--- src/rtl/qfl_pkg.sv ---
package qfl_pkg;
    typedef enum logic [1:0] {
        CH_IDLE  = 2'd0,
        CH_DRIVE = 2'd1,
        CH_TRIP  = 2'd2
    } ch_state_e;
endpackage

--- src/rtl/qfl_edge_detect.sv ---
module qfl_edge_detect (
    input  logic clk,
    input  logic rst_n,
    input  logic sig_i,
    output logic sig_q_o,
    output logic rise_o,
    output logic fall_o
);
    logic sig_q;

    always_ff @(posedge clk or negedge rst_n) begin
        if (!rst_n) sig_q <= 1'b0;
        else        sig_q <= sig_i;
    end

    assign sig_q_o = sig_q;
    assign rise_o  = sig_i & ~sig_q;
    assign fall_o  = ~sig_i & sig_q;
endmodule

--- src/rtl/qfl_openload_flag.sv ---
module qfl_openload_flag (
    input  logic clk,
    input  logic rst_n,
    input  logic ch_in,
    input  logic ol_sense,
    input  logic in_fall,
    output logic ol_flag
);
    logic set_req;

    always_comb set_req = ol_sense & ~ch_in;

    always_ff @(posedge clk or negedge rst_n) begin
        if (!rst_n)       ol_flag <= 1'b0;
        else if (set_req) ol_flag <= 1'b1;
        else if (in_fall) ol_flag <= 1'b0;
    end

    p_ol_set_r6: assert property (@(posedge clk) disable iff (!rst_n)
        (!ch_in && ol_sense) |=> ol_flag);
    p_ol_ignored_r6: assert property (@(posedge clk) disable iff (!rst_n)
        (ch_in && !ol_flag) |=> !ol_flag);
    p_ol_clear_r7: assert property (@(posedge clk) disable iff (!rst_n)
        (in_fall && !ol_sense) |=> !ol_flag);
endmodule

--- src/rtl/qfl_channel.sv ---
module qfl_channel
    import qfl_pkg::*;
(
    input  logic clk,
    input  logic rst_n,
    input  logic ch_in,
    input  logic ot_sense,
    input  logic ol_sense,
    output logic gate_en,
    output logic ot_flag,
    output logic ol_flag
);
    ch_state_e state, state_nx;
    logic in_q, in_rise, in_fall;

    qfl_edge_detect u_edge (
        .clk    (clk),
        .rst_n  (rst_n),
        .sig_i  (ch_in),
        .sig_q_o(in_q),
        .rise_o (in_rise),
        .fall_o (in_fall)
    );

    always_comb begin
        state_nx = state;
        if (ot_sense) begin
            state_nx = CH_TRIP;                  // T_HEAT, beats T_REARM
        end else begin
            unique case (state)
                CH_IDLE:  if (ch_in)   state_nx = CH_DRIVE;  // T_ON
                CH_DRIVE: if (!ch_in)  state_nx = CH_IDLE;   // T_OFF
                CH_TRIP:  if (in_rise) state_nx = CH_DRIVE;  // T_REARM
                default:  state_nx = CH_IDLE;
            endcase
        end
    end

    always_ff @(posedge clk or negedge rst_n) begin
        if (!rst_n) state <= CH_IDLE;
        else        state <= state_nx;
    end

    always_comb begin
        gate_en = 1'b0;
        ot_flag = 1'b0;
        unique case (state)
            CH_IDLE:  ;
            CH_DRIVE: gate_en = 1'b1;
            CH_TRIP:  ot_flag = 1'b1;
            default:  ;
        endcase
    end

    qfl_openload_flag u_ol (
        .clk     (clk),
        .rst_n   (rst_n),
        .ch_in   (ch_in),
        .ol_sense(ol_sense),
        .in_fall (in_fall),
        .ol_flag (ol_flag)
    );

    p_gate_follow_r2: assert property (@(posedge clk) disable iff (!rst_n)
        (!ot_sense && !ot_flag) |=> (gate_en == $past(ch_in)));
    p_trip_off_r3: assert property (@(posedge clk) disable iff (!rst_n)
        ot_sense |=> (ot_flag && !gate_en));
    p_trip_hold_r4: assert property (@(posedge clk) disable iff (!rst_n)
        (ot_flag && !(ch_in && !in_q)) |=> (ot_flag && !gate_en));
    p_rearm_r4: assert property (@(posedge clk) disable iff (!rst_n)
        (ot_flag && ch_in && !in_q && !ot_sense) |=> (gate_en && !ot_flag));
    p_ol_no_gate_r8: assert property (@(posedge clk) disable iff (!rst_n)
        (ol_flag && ch_in && !ot_sense && !ot_flag) |=> gate_en);
endmodule

--- src/rtl/quad_fault_latch.sv ---
module quad_fault_latch #(
    parameter int NUM_CH = 4,
    localparam int VEC_W = 2 * NUM_CH
) (
    input  logic              clk,
    input  logic              rst_n,
    input  logic [NUM_CH-1:0] ch_in,
    input  logic [NUM_CH-1:0] ot_sense,
    input  logic [NUM_CH-1:0] ol_sense,
    output logic [NUM_CH-1:0] gate_en,
    output logic [VEC_W-1:0]  fault_vec
);
    logic [NUM_CH-1:0] ot_flags, ol_flags;

    for (genvar c = 0; c < NUM_CH; c++) begin : g_ch
        qfl_channel u_ch (
            .clk     (clk),
            .rst_n   (rst_n),
            .ch_in   (ch_in[c]),
            .ot_sense(ot_sense[c]),
            .ol_sense(ol_sense[c]),
            .gate_en (gate_en[c]),
            .ot_flag (ot_flags[c]),
            .ol_flag (ol_flags[c])
        );
    end

    assign fault_vec = {ol_flags, ot_flags};

    p_idle_quiet_r9: assert property (@(posedge clk) disable iff (!rst_n)
        (ch_in == '0 && ot_sense == '0) |=> (gate_en == '0));
endmodule

--- config.mk ---
export PLATFORM = sky130hd
export DESIGN_NAME = quad_fault_latch
export DESIGN_NICKNAME = d
export VERILOG_FILES = /design/src/rtl/qfl_pkg.sv /design/src/rtl/qfl_edge_detect.sv /design/src/rtl/qfl_openload_flag.sv /design/src/rtl/qfl_channel.sv /design/src/rtl/quad_fault_latch.sv
export SDC_FILE = /design/constraint.sdc
export NUM_CORES = 1
export LEC_CHECK = 0
export BUFFER_PORTS_ARGS = -buffer_cell sky130_fd_sc_hd__buf_2
export CAP_MARGIN = 20
export CELL_PAD_IN_SITES_DETAIL_PLACEMENT = 1
export CELL_PAD_IN_SITES_GLOBAL_PLACEMENT = 2
export CORE_UTILIZATION = 25
export CTS_CLUSTER_SIZE = 30
export DETAILED_ROUTE_END_ITERATION = 6
export PLACE_DENSITY = 0.71
export SLEW_MARGIN = 0
export SYNTH_ARGS = -nofsm -noshare
export SYNTH_HDL_FRONTEND = slang
export SYNTH_HIERARCHICAL = 1
export SYNTH_SLANG_ARGS = --single-unit
--- constraint.sdc ---
create_clock -name clk -period 0.9 [get_ports clk]
set_clock_uncertainty 0.05 [all_clocks]
set_input_delay 0.135 -clock clk [delete_from_list [all_inputs] [get_ports clk]]
set_output_delay 0.135 -clock clk [all_outputs]
set_load 0.05 [all_outputs]
==> flow_metrics.tcl, run 1 <==
set metrics [dict create \
    status "finished, violations left" \
    violations "setup timing" \
    multiInputGateArea_sq_um 303 \
    gp_congestion 0.721 \
    area_growth_pct 72.0 \
    p_per_area_mw_per_mm2 1650 \
    grt_pass1_vias 577 \
    dp_cells 120 \
    slew_violations 0 \
    cts_root_buffer "clkbuf_4" \
    critical_path_buf_inv_count 2 \
    fin_crit_sh_pct 135 \
    critPathRequiredTime_ps 710 \
    cp_top_family "flip-flops" \
    dr.pass1.iters 2 \
    overflow 0 \
    synth_area_leaders "dfrtp_1 57%, nor2b_1 7.1%, o22ai_2 7.1%, inv_1 6.4%, a32o_1 5.7%" \
    final_common_cell "buf_2" \
    clk_pin_slew_ps 90 \
    setup_viol 17 \
    tightest_slew_ps 357 \
    routedWlPerCell_um 10.6 \
    arrival_ps 1030 \
    finalNetCount 121 \
    stdcell_count 136 \
    dpl.hpwl_um 1040 \
    drc 0 \
    die_y_um 55.1 \
    synth_cells 64 \
    drive_above_1_share_pct 63.2 \
    dieArea_sq_mm 0.00304 \
    worstSetupPathType "flip-flop to output port" \
    cp-startpoint "g_ch[1].u_ch/state[0]" \
    rsz0062_at_grt "true" \
    avgSynthCellArea_sq_um 11.0 \
    clockBufferDepth 2 \
    rr_endpoint "g_ch[3].u_ch/state[0]" \
    yosysUniqueCellTypes 10 \
    placedInstanceArea_sq_um 961 \
    die_width_um 55.1 \
    r2r-start "g_ch[3].u_ch/state[1]" \
    ff2ff_path_depth 4 \
    clk_latency_ps 280 \
    antenna_found_initial 0 \
    startpoint_type "flip-flop" \
    fillers 285 \
    diodes 0 \
    yosysSeqAreaShare_pct 56.7 \
    final_cell_area_sq_mm 0.00121 \
    p_leak_nw 0.589 \
    fmax_mhz 820 \
    relSlewSlack_pct 76.2 \
    hp-class "input port to flip-flop" \
    yosys.area.top_type "dfrtp_1" \
    htree_levels 1 \
    antenna_left 0 \
    yosys_warnings 6 \
    start_util_pct 27.5 \
    cp_slowest_cell "dfrtp_1" \
    min_from "ot_sense[0]" \
    worstSetupEndpoint "fault_vec[1]" \
    synth_top_area_share_pct 56.7 \
    end_kind "output port" \
    cts_made_buffers 3 \
    cpPeakStageDelay_ps 400 \
    critical_path_depth 3 \
    peakVddDrop_mv 0.948 \
    postRouteWirelength_um 1440 \
    cts.sinks 16 \
    hold_viol 0 \
    rows 18 \
    min_period_ps 1220 \
    grt_start_max_net_pins 17 \
    grtUsageTotal_pct 11.3 \
    drv_cap 0 \
    synth_nets 78 \
    cts_tree "built" \
    num_vias 581 \
    vias_per_cell 4.27 \
    seq_area_sq_um 410 \
    num_io_pins 26 \
    layout_common_cells "13 x buf_2, 12 x inv_1, 11 x buf_6" \
    core-area_sq_mm 0.00257 \
    reg2reg_slack_ps -210 \
    portBuffers 25 \
    synth-seq-cells 16 \
    fin_total_pwr_w 0.00200 \
    cp_cell_sequence "nand2b_4 > inv_8 > buf_8" \
    finalSetupTns_ps -3910 \
    syn_area_sq_um 706 \
    crit_fanout 2 \
    drt-initial-drc-count 1 \
    grt_pass1_wl_um 2350 \
    timing.final.ws_setup_ps -319 \
]
state kept, by name, indices dropped and copies added (netlist names):
signal / cells
g_ch.u_ch/state: 8
g_ch.u_ch/u_edge/sig_q_o: 4
g_ch.u_ch/u_ol/ol_flag: 4
worst register-to-register path: cells and delay by family, from the launching register on:
| family | cells | cell delay [ps] |
|---|---|---|
| flip-flops | 1 | 460 |
| AO/OA/AOI/OAI | 1 | 250 |
| buffers and inverters | 2 | 140 |
| AND/OR/NAND/NOR | 1 | 120 |
report_power, final:
group / total [W] / leakage [nW] / internal [W] / switching [W]
Combinational: 0.000687 / 0.387 / 0.000329 / 0.000359
Clock: 0.000471 / 0.0210 / 0.000246 / 0.000225
Sequential: 0.000840 / 0.180 / 0.000784 / 0.0000565
Total: 0.00200 / 0.589 / 0.00136 / 0.000640
per-layer routing:
layer / wire (um) / GRT usage (%) / share of wire, % / vias up
met5: 0 / 0 / 0 / -
met4: 0 / 2.50 / 0 / 0
met3: 85 / 4.64 / 5.9 / 0
met2: 724 / 19.9 / 50 / 17
met1: 626 / 12.7 / 44 / 275
li1: - / - / - / 289
final cells by class:
| cell class | instances | area share (%) |
|---|---|---|
| Clock buffer | 4 | 2.99 |
| Inverter | 16 | 7.42 |
| Multi-Input combinational cell | 32 | 24.9 |
| Sequential cell | 16 | 33.8 |
| Tap cell | 30 | 3.09 |
| Timing Repair Buffer | 38 | 27.7 |
what timing repair did:
action                                 CTS  global route
endpoints found under the hold margin   20             0
resized for setup                       36             3
pin swaps                                0             3
buffers inserted                         5             5
setup endpoints to repair               17            18
hold buffers                             5             0
synthesized netlist by cell type:
cell      count
a32o_1        4
and2b_2       4
dfrtp_1      16
inv_1        12
inv_2         4
nand2b_2      4
nor2_1        4
nor2b_1       8
o21ai_1       4
o22ai_2       4
worst min-delay path by stage:
stage                           endpoint  slack (ps)  cells past startpoint
2_1_floorplan      g_ch[0].u_ch/state[0]        -210                      0
3_3_place_gp       g_ch[0].u_ch/state[0]          10                      1
3_5_place_dp       g_ch[0].u_ch/state[0]          20                      1
4_1_cts        g_ch[2].u_ch/u_ol/ol_flag           9                      2
5_1_grt        g_ch[0].u_ch/u_ol/ol_flag          10                      2
6_report           g_ch[0].u_ch/state[1]          10                      3
metrics by stage:
| step | hold WS, ps | util [%] | worst slack [ps] |
|---|---|---|---|
| global route | 9.70 | 47.3 | -374 |
| global placement | 13.4 | 37.4 | -134 |
| floorplan | -211 | - | -72.3 |
| CTS | 9.36 | 46.5 | -333 |
| detailed placement | 15.6 | 37.4 | -129 |
| finish | 14.1 | 47.3 | -319 |
logic make-up (layout without fill, tap and decap cells):
kind of cell | after synthesis | after routing | share of synthesized area, %
simple gates | 20 | 20 | 19.1
flops | 16 | 16 | 56.7
buf+inv | 16 | 58 | 8.51
compound gates | 12 | 12 | 15.6
No activity file was read; power rests on OpenSTA's default activity.
==> run 2: changes to the inputs <==
--- a/config.mk
+++ b/config.mk
@@ -13,6 +13,7 @@
 export CTS_CLUSTER_SIZE = 30
 export DETAILED_ROUTE_END_ITERATION = 6
 export PLACE_DENSITY = 0.71
+export RECOVER_POWER = 25
 export SLEW_MARGIN = 0
 export SYNTH_ARGS = -nofsm -noshare
 export SYNTH_HDL_FRONTEND = slang
==> flow_metrics.tcl, run 2 (synthesis gave the netlist of run 1 again) <==
set metrics [dict create \
    violations "setup timing" \
    cp_cell_sequence "nand2b_4 > inv_8 > buf_8" \
    p_leak_nw 0.589 \
    crit_fanout 2 \
    antenna_left 0 \
    relSlewSlack_pct 73.6 \
    cts_root_buffer "clkbuf_4" \
    grt_util_met1_pct 12.7 \
    clk_pin_slew_ps 90 \
    end_kind "output port" \
    drt-initial-drc-count 1 \
    finalNetCount 121 \
    area_growth_pct 72.0 \
    htree_levels 1 \
    largest_reg_flops 8 \
    start_util_pct 27.5 \
    ff2ff_path_depth 4 \
    setup_viol 17 \
    gp_congestion 0.721 \
    cts_made_buffers 3 \
    grt_pass1_vias 577 \
    grtUsageTotal_pct 11.3 \
    vias_per_cell 4.27 \
    drc 0 \
    postRouteWirelength_um 1440 \
    reg2reg_slack_ps -210 \
    cpPeakStageDelay_ps 400 \
    fin_total_pwr_w 0.00200 \
    hold_viol 0 \
    num_io_pins 26 \
    hold_depth 3 \
    clockBufferDepth 2 \
    portBuffers 25 \
    fin_crit_sh_pct 135 \
    finalCoreUtilization_pct 47.3 \
    worstSetupPathType "flip-flop to output port" \
    rsz0062_at_grt "true" \
    arrival_ps 1030 \
    slew_violations 0 \
    routedWlPerCell_um 10.6 \
    fmax_mhz 820 \
    status "finished, violations left" \
    num_vias 581 \
    grt_pass1_wl_um 2350 \
    peakVddDrop_mv 0.948 \
    grt_start_max_net_pins 17 \
    die_width_um 55.1 \
    diodes 0 \
    busiest_layer "met2" \
    place_ws_ps -129 \
    dr.pass1.iters 2 \
    overflow 0 \
    cp_slowest_cell "dfrtp_1" \
    clk_latency_ps 280 \
    regMostFlops "g_ch.u_ch/state" \
    rows 18 \
    die_y_um 55.1 \
    drive_above_1_share_pct 63.2 \
    tightest_slew_ps 395 \
    p_per_area_mw_per_mm2 1650 \
    dieArea_sq_mm 0.00304 \
    cts.sinks 16 \
    hp-class "input port to flip-flop" \
    core-area_sq_mm 0.00257 \
    drv_cap 0 \
    grtUsageMet2_pct 19.9 \
    dpl.hpwl_um 1040 \
    timing.final.ws_setup_ps -319 \
    hold_end "g_ch[0].u_ch/state[1]" \
    r2r-start "g_ch[3].u_ch/state[1]" \
    startpoint_type "flip-flop" \
    min_from "ot_sense[0]" \
    cts_tree "built" \
    min_period_ps 1220 \
    antenna_found_initial 0 \
    layout_common_cells "12 x inv_1, 12 x buf_2, 11 x buf_6" \
    rr_endpoint "g_ch[3].u_ch/state[0]" \
    grt_use_met3_pct 4.64 \
    critPathRequiredTime_ps 710 \
]
run 2: timing repair:
item,4_1_cts,5_1_grt
endpoints found under the setup margin,17,18
setup buffers,5,5
endpoints found under the hold margin,20,0
resized for setup,36,3
pin swaps,0,3
hold buffers,5,0
run 2: final cells by class:
type                            count  area (sq um)
Tap cell                           30          37.5
Sequential cell                    16           410
Inverter                           16          90.1
Fill cell                         285          1350
Timing Repair Buffer               38           337
Clock buffer                        4          36.3
Multi-Input combinational cell     32           303
run 2: critical path, delay by kind of cell (launching register included):
family / cells / cell delay [ps]
buffers and inverters: 2 / 180
flip-flops: 1 / 400
AND/OR/NAND/NOR: 1 / 170
run 2: routing by layer:
layer / wire length [um] / vias to the layer above
met4: 0 / 0
met3: 85 / 0
met2: 724 / 17
met1: 625 / 275
li1: - / 289
met5: 0 / -
run 2: worst max path at each step:
| stage | depth (start not counted) | end | slack (ps) | from |
|---|---|---|---|---|
| final | 3 | fault_vec[1] | -320 | g_ch[1].u_ch/state[0] |
| after global routing | 3 | fault_vec[1] | -370 | g_ch[1].u_ch/state[0] |
| after CTS | 3 | fault_vec[1] | -330 | g_ch[1].u_ch/state[0] |
| after detailed placement | 3 | fault_vec[2] | -130 | g_ch[2].u_ch/state[1] |
| after global placement | 3 | fault_vec[0] | -130 | g_ch[0].u_ch/state[1] |
| after floorplan | 3 | g_ch[0].u_ch/state[0] | -70 | g_ch[0].u_ch/state[1] |
run 2: per-stage QoR:
| step | cell area [sq um] | setup TNS, ps | cells | hold slack, ps |
|---|---|---|---|---|
| 3_3_place_gp | 961 | -1050 | 120 | 13.4 |
| 4_1_cts | 1190 | -3780 | 134 | 9.36 |
| 5_1_grt | 1210 | -4700 | 136 | 9.70 |
| 6_report | 1210 | -3910 | 136 | 14.1 |
| 2_1_floorplan | 791 | -335 | 64 | -211 |
| 3_5_place_dp | 961 | -1110 | 120 | 15.6 |
run 2: where the power goes:
group	internal, W	switching [W]
clock	0.000246	0.000225
combinational	0.000329	0.000359
sequential	0.000784	0.0000565
